===== src/rtl/loop_reg_bank.sv =====
module loop_reg_bank #(
  parameter int NSETS = 2,
  parameter int DW    = 32,
  parameter int IMMW  = 12,
  parameter int SELW  = 2
) (
  input  logic                  clk,
  input  logic                  rst_n,
  input  logic                  op_valid,
  input  logic [2:0]            op_func,
  input  logic [DW-1:0]         op_pc,
  input  logic [DW-1:0]         op_rs1,
  input  logic [IMMW-1:0]       op_imm_i,
  input  logic [IMMW-1:0]       op_imm_z,
  output logic [2:0]            dec_we,
  output logic [DW-1:0]         dec_start,
  output logic [DW-1:0]         dec_end,
  output logic [DW-1:0]         dec_cnt,
  input  logic [2:0]            wr_en,
  input  logic [SELW-1:0]       wr_set,
  input  logic [DW-1:0]         wr_start,
  input  logic [DW-1:0]         wr_end,
  input  logic [DW-1:0]         wr_cnt,
  input  logic                  dec_req,
  input  logic [SELW-1:0]       dec_sel,
  input  logic                  stall,
  output logic [NSETS*DW-1:0]   rd_start,
  output logic [NSETS*DW-1:0]   rd_end,
  output logic [NSETS*DW-1:0]   rd_cnt
);

  localparam logic [DW-1:0] INSN_BYTES = DW'(4);

  logic [DW-1:0] imm_s, imm_h, pc_next, pc_off;

  assign imm_s   = {{(DW-IMMW){op_imm_i[IMMW-1]}}, op_imm_i};
  assign imm_h   = {{(DW-IMMW-1){1'b0}}, op_imm_z, 1'b0};
  assign pc_next = op_pc + INSN_BYTES;
  assign pc_off  = op_pc + imm_s;

  always_comb begin
    dec_we    = 3'b000;
    dec_start = pc_next;
    dec_end   = pc_off;
    dec_cnt   = op_rs1;
    case (op_func)
      3'b000: begin dec_we = 3'b001; dec_start = pc_off; end
      3'b001: dec_we = 3'b010;
      3'b010: dec_we = 3'b100;
      3'b011: begin dec_we = 3'b100; dec_cnt = imm_s; end
      3'b100: dec_we = 3'b111;
      3'b101: begin dec_we = 3'b111; dec_cnt = imm_s; dec_end = op_pc + imm_h; end
      default: dec_we = 3'b000;
    endcase
    if (!op_valid) dec_we = 3'b000;
  end

  for (genvar g = 0; g < NSETS; g++) begin : g_set
    logic [DW-1:0] start_q, end_q, cnt_q;
    logic          hit_w, hit_d;

    assign hit_w = (wr_set == SELW'(g));
    assign hit_d = dec_req && !stall && (dec_sel == SELW'(g));

    always_ff @(posedge clk or negedge rst_n) begin
      if (!rst_n) begin
        start_q <= '0;
        end_q   <= '0;
        cnt_q   <= '0;
      end else begin
        if (hit_w && wr_en[0]) start_q <= wr_start;
        if (hit_w && wr_en[1]) end_q   <= wr_end;
        if (hit_w && wr_en[2]) cnt_q   <= wr_cnt;
        else if (hit_d)        cnt_q   <= cnt_q - 1'b1;
      end
    end

    assign rd_start[g*DW +: DW] = start_q;
    assign rd_end[g*DW +: DW]   = end_q;
    assign rd_cnt[g*DW +: DW]   = cnt_q;


    start_load_chk: assert property (@(posedge clk) disable iff (!rst_n)
      (wr_en[0] && wr_set == SELW'(g)) |=> rd_start[g*DW +: DW] == $past(wr_start));

    end_hold_chk: assert property (@(posedge clk) disable iff (!rst_n)
      !(wr_en[1] && wr_set == SELW'(g)) |=> $stable(rd_end[g*DW +: DW]));

    cnt_dec_chk: assert property (@(posedge clk) disable iff (!rst_n)
      (dec_req && !stall && dec_sel == SELW'(g) && !(wr_en[2] && wr_set == SELW'(g)))
      |=> rd_cnt[g*DW +: DW] == $past(rd_cnt[g*DW +: DW]) - 1'b1);

    stall_hold_chk: assert property (@(posedge clk) disable iff (!rst_n)
      (stall && !(wr_en[2] && wr_set == SELW'(g))) |=> $stable(rd_cnt[g*DW +: DW]));

    write_wins_chk: assert property (@(posedge clk) disable iff (!rst_n)
      (wr_en[2] && wr_set == SELW'(g)) |=> rd_cnt[g*DW +: DW] == $past(wr_cnt));
  end


  idle_we_chk: assert property (@(posedge clk) disable iff (!rst_n)
    (!op_valid || op_func[2:1] == 2'b11) |-> dec_we == 3'b000);

endmodule


===== config.mk =====
export PLATFORM = sky130hd
export DESIGN_NAME = loop_reg_bank
export DESIGN_NICKNAME = d
export VERILOG_FILES = /design/src/rtl/loop_reg_bank.sv
export SDC_FILE = /design/constraint.sdc
export NUM_CORES = 1
export LEC_CHECK = 0
export ABC_CLOCK_PERIOD_IN_PS = 7640
export BUFFER_PORTS_ARGS = -buffer_cell sky130_fd_sc_hd__clkbuf_2
export CAP_MARGIN = 20
export CORE_AREA = 2 2 189 191
export DETAILED_ROUTE_END_ITERATION = 16
export DIE_AREA = 0 0 191 193
export GPL_TIMING_DRIVEN = 0
export PLACE_DENSITY_LB_ADDON = 0.08
export REMOVE_ABC_BUFFERS = 1
export SYNTH_ARGS = -nofsm -noshare
export SYNTH_HDL_FRONTEND = slang
export SYNTH_SLANG_ARGS = --single-unit

===== constraint.sdc =====
create_clock -name clk -period 7.64 [get_ports clk]
set_input_delay 1.146 -clock clk [delete_from_list [all_inputs] [get_ports clk]]
set_output_delay 1.146 -clock clk [all_outputs]
set_load 0.02 [all_outputs]

## Word level (Yosys, flattened, before mapping)

Index checks and enable logic that the tools add are counted.

| word-level totals | value |
|---|---|
| input port bits | 199 |
| register bits after elaboration | 192 |
| word-level logic and storage cells | 45 |

| cells by class | value |
|---|---|
| eq/ne operators | 7 |
| add/subtract/negate cells | 5 |
| mux-type cells | 9 |
| reduce and logical (&&, ||, !) cells | 18 |

Operators by type and width:

| cell | number |
|---|---|
| $mux W32 | 7 |
| $sub A32 B1 Y32 const B | 2 |
| $add A32 B13 Y32 | 1 |
| $add A32 B3 Y32 const B | 1 |
| $add A32 B32 Y32 | 1 |
| $pmux W3 S4 | 1 |
| $logic_and A1 B1 Y1 | 9 |
| $eq A3 B2 Y1 const B | 2 |
| $eq A3 B3 Y1 const B | 2 |
| $reduce_or A2 Y1 | 3 |
| $eq A2 B1 Y1 const B | 2 |
| $logic_not A2 Y1 | 2 |
| $reduce_bool A2 Y1 | 2 |
| $eq A3 B1 Y1 const B | 1 |
| $logic_not A3 Y1 | 1 |
| $mux W3 | 1 |
| $logic_not A1 Y1 | 1 |

## Longest topological paths before layout

| logic depth | value |
|---|---|
| depth after elaboration | 5 |
| depth in mapped cells | 11 |

## Worst setup path after synthesis

No wires, ideal clock.

| timing path | value |
|---|---|
| kind | input -> output |
| from | input port op_pc[0] |
| to | output port dec_end[30] |
| arrival | 3978 ps |
| buffers on the path | 0 |
| slack | 2516 ps |
| stages on the path | 10 |
| required time | 6494 ps |
| path through | ha_1 -> fa_1 -> a21o_1 -> a221o_1 -> a2111oi_0 -> o21ai_0 -> a31oi_1 -> o21ai_0 -> and4_1 -> nor3_1 |

| on the way | value |
|---|---|
| cells in the longest elaborated chain, start to end | 2 |
| elaborated cells between the ends (all ways) | 3 |
| classes of those cells | add/sub (2); mux (1) |

RTL lines:

| item | line | source |
|---|---|---|
| start: declaration | 11 | `input logic [DW-1:0] op_pc,` |
| $add A32 B32 Y32 / $add A32 B13 Y32 (equally long branches) | 39, 52 |  |
| $mux W32 (*) | 46 | `case (op_func)` |
| end: declaration | 17 | `output logic [DW-1:0] dec_end,` |

Mark *: on every way between the ends. The rest lies on a longest branch, timed or not.

## Worst setup path in the final report

| timing path | value |
|---|---|
| from | input port op_pc[0] |
| to | output port dec_start[30] |

| on the way | value |
|---|---|
| cells in the longest elaborated chain, start to end | 2 |
| elaborated cells between the ends (all ways) | 3 |
| classes of those cells | add/sub (2); mux (1) |

RTL lines:

| item | line | source |
|---|---|---|
| $add A32 B3 Y32 / $add A32 B32 Y32 (equally long branches) | 38, 39 |  |
| $mux W32 (*) | 46 |  |
| end: declaration | 16 | `output logic [DW-1:0] dec_start,` |

Marked as above.

==> reports/results.md <==
| Stage | Parameter | Reported |
|---|---|---|
| timing | Clock Skew | 0.0109 ns |
| timing | Slew at the pin with the worst max-slew slack | 0.883 ns |
| finish | Utilization after layout | 0.451 |
| routing | Total via count in the routed design | 11100 |
| setup path | Crit Path Class | in -> out |
| synth | Combinational family with the most area after synthesis | simple AND/OR/NAND/NOR gates |
| synth | Synth Area in Adders | 0.0504 |
| floorplan | Horiz. Die Dim | 191 µm |
| synth | Yosys warning count | 0 |
| routing | Mean routed wirelength per cell | 17.9 µm |
| timing | Setup tns final | 0 ns |
| setup path | Critical Path Slowest Stage Cell | sky130_fd_sc_hd__a2111oi_0 |
| synth | Register bit total from synthesis | 192 |
| placed design | HPWL after detailed placement | 31500 µm |
| pwr | Peak supply drop | 0.193 mV |
| run | Reported max-cap violation count | 0 |
| synth | Cell with the most instances after synthesis | sky130_fd_sc_hd__dfrtp_1 |
| timing | Tcrit/Tclk final | 0.781 |
| timing | RSZ-0062 raised after global routing | no |
| floorplan | Die span in y | 193 µm |
| cts | CTS tree | done |
| synth | Count of flip-flops with a built-in enable after synthesis | 0 |
| timing | Normalized max-slew margin | 0.409 |
| setup path | Launching element type of the critical path | primary input |
| synth | Cell type with the largest total area after synthesis | sky130_fd_sc_hd__dfrtp_1 |
| global route | Total routing usage reported by global routing | 0.209 |
| routing | 1st-iter DRT viols | 402 |
| synth | Leading cell types by count after synthesis | sky130_fd_sc_hd__dfrtp_1, sky130_fd_sc_hd__mux2_2, sky130_fd_sc_hd__nand2_1, sky130_fd_sc_hd__nor2_1, sky130_fd_sc_hd__xnor2_1 |
| setup path | Critical Path Max Stage Delay | 0.58 ns |
| cts | Post-CTS clock slew at the launch and capture registers of the worst setup and hold paths | 0.07 ns |
| finish | # nets final | 1986 |
| routing | Count of nets left with antenna violations after detail routing | 0 |
| synth | Post-Synth Simple-Gate Area | 0.158 |
| routing | Via/cell ratio | 5.00 |
| setup path | Category of the worst setup path capture point | output pin |
| cts | Insertion delay to the later sink of the worst-skew pair | 0.45 ns |
| timing | Max Clock Freq | 168 MHz |
| setup path | Worst path arrival time | 4.82 ns |
| synth | Xor/xnor share of the synthesized area | 0.106 |
| pwr | Static Leakage | 0.00735 µW |
| timing | Final count of negative-setup-slack endpoints | 0 |
| timing | Number of endpoints with negative hold slack in the final report | 0 |
| cts | Clock Tree Root | sky130_fd_sc_hd__clkbuf_16 |
| cts | Maximum level of the CTS H-tree | 4 |
| cts | Count of clock tree sinks | 192 |
| routing | Routed length on met1 | 16700 µm |
| finish | Post-route standard cell area excluding fillers | 15800 µm² |
| synth | Cell count after synthesis | 1283 |
| hold path | Kind of path behind the tightest hold check | reg -> reg |
| floorplan | Area enclosed by the die boundary | 36900 µm² |
| setup path | Data required time at the worst endpoint | 6.49 ns |
| global route | Remaining global-route overflow | 0 |
| cts | Setup Buffers After CTS | 0 |
| routing | First-pass DRT Iterations | 4 |
| synth | Synth top area cells | sky130_fd_sc_hd__dfrtp_1, sky130_fd_sc_hd__mux2_2, sky130_fd_sc_hd__xnor2_1, sky130_fd_sc_hd__ha_1, sky130_fd_sc_hd__nand2_1 |
| pwr | Ratio of total power to cell area | 227 nW/µm² |
| finish | Fraction of layout cells with a size suffix above 1 | 0.396 |
| synth | Fraction of registers with async set/reset | 1.00 |
| global route | Vias in the first global route | 10800 |
| floorplan | Initial cell density of the core | 0.349 |
| synth | Cell Area, Synth | 12200 µm² |
| placed design | Placed cell areas | 15100 µm² |
| global route | Initial antenna violation count | 2 |
| setup path | Crit path buffers/inverters | 2 |
| outcome | Result of the run | complete, no violations |
| synth | Post-synthesis area per instance | 9.51 µm² |
| synth | Portion of synthesized cell area occupied by the leading cell type | 0.394 |
| floorplan | Count of pins on the block boundary | 490 |
| routing | Met3 wire length | 3270 µm |
| finish | Area growth from synthesis to layout | 29.3% |
| setup path | Max FO, Critical Path | 6 |
| cts | Maximum count of clock buffers along a single path | 2 |
| cts | Gates resized, CTS repair | 0 |
| synth | Cell variety after synth | 63 |
| synth | Mux cell area share after synthesis | 0.140 |
| floorplan | Number of standard-cell rows in the floorplan | 69 |
| routing | Top layer in use | met5 |
| placed design | Total of buffers placed on input and output ports | 489 |
| timing | Minimum clock period after layout | 5.97 ns |
| routing | DRC | 0 |
| routing | Detailed route wirelength on metal2 | 19300 µm |
| cts | Total of hold buffers inserted after clock tree synthesis | 0 |
| global route | Pin count of the biggest net entering global routing | 102 |
| global route | Wire length of the first global-routing pass | 60100 µm |
| placed design | Routability congestion estimate | 0.856 |
| synth | Compound-Gate Fraction of Synth Area | 0.127 |
| cts | Total clock buffers created by CTS | 17 |
| routing | Final routed wirelength across all metal layers | 39700 µm |
| floorplan | Core area | 35000 µm² |
| setup path | Sequence of cells on the critical path | clkbuf_2, ha_1, fa_1, a21o_1, a221o_1, a2111oi_0, o21ai_0, a31oi_1, o21ai_0, a221oi_1, clkbuf_2 |
| timing | Slew Viols, Final | 0 |
| setup path | Kind of cell adding the most delay to the critical path | compound AO/OA/AOI/OAI gates |
| synth | Main synth FF type | sky130_fd_sc_hd__dfrtp_1 |
| synth | Sequential element share of the synthesized area | 0.394 |
placed cells by master (no fill, tap or decap), drive strengths merged, types with 5 or more instances in the layout:
cell,instances
clkbuf,510
and2,7
or2,7
or3,15
inv,23
dfrtp,192
nand4,12
o21bai,7
ha,46
a31oi,6
nand2b,8
mux2i,12
o21ai,100
nand2,137
nand3,21
nor4,10
nor2,108
mux2,141
a21o,38
a21oi,68
and3,11
nor3,37
or4,8
buf,11
a211oi,9
xnor2,102
and4,5
xor2,45
logic make-up (layout without fill, tap and decap cells):
group | count (synthesis) | count (layout)
compound gates | 259 | 259
xor+xnor | 147 | 147
fa+ha+maj | 48 | 48
buf+inv | 83 | 552
flops | 192 | 192
mux | 153 | 153
other cells | 0 | 1
simple gates | 401 | 401
flip-flops by register name, summed over array words and instances (netlist names):
name / count
g_set.end_q: 64
g_set.cnt_q: 64
g_set.start_q: 64
path summary, 6_finish.rpt:
path                                startpoint                   to  slack [ns]  depth (start not counted)
setup reg to reg             g_set[0].cnt_q[6]   g_set[0].cnt_q[31]        4.83                          8
hold reg to reg            g_set[1].start_q[6]  g_set[1].start_q[6]        0.50                          1
min in group asynchronous                rst_n    g_set[1].end_q[9]        0.76                          1
setup / recovery                      op_pc[0]        dec_start[30]        1.67                         11
hold / removal             g_set[1].start_q[6]  g_set[1].start_q[6]        0.50                          1
max in group asynchronous                rst_n  g_set[0].start_q[9]        5.90                          2
power breakdown:
part	total, µW	switching [µW]	internal (µW)
logic	1330	824	506
registers	1350	146	1210
clock network	904	409	495
cell type report:
| class | instances | area [µm²] |
|---|---|---|
| timing repair buffer | 500 | 2640 |
| antenna | 1 | 2.50 |
| sequential | 192 | 4800 |
| clock inverter | 11 | 130 |
| tap | 461 | 577 |
| multi-input combinational | 1008 | 7110 |
| inverter | 20 | 75.1 |
| clock buffer | 21 | 450 |
| fill | 3498 | 19200 |
per-layer routing:
metal / up-vias / global-route usage
met5: - / 0
met4: 2 / 0.0477
met3: 28 / 0.0691
met2: 358 / 0.356
met1: 5251 / 0.257
li1: 5429 / -
stage by stage:
stage	hold WS, ns	total power (µW)	std cells	setup WS [ns]
3_5_place_dp	0.493	2710	2178	1.56
4_1_cts	0.509	3630	2210	1.55
2_1_floorplan	0.635	2160	1220	2.51
6_report	0.504	3590	2214	1.67
3_3_place_gp	0.489	2690	2170	1.02
5_1_grt	0.514	3800	2214	1.40
(Power assumes the default switching activity.)
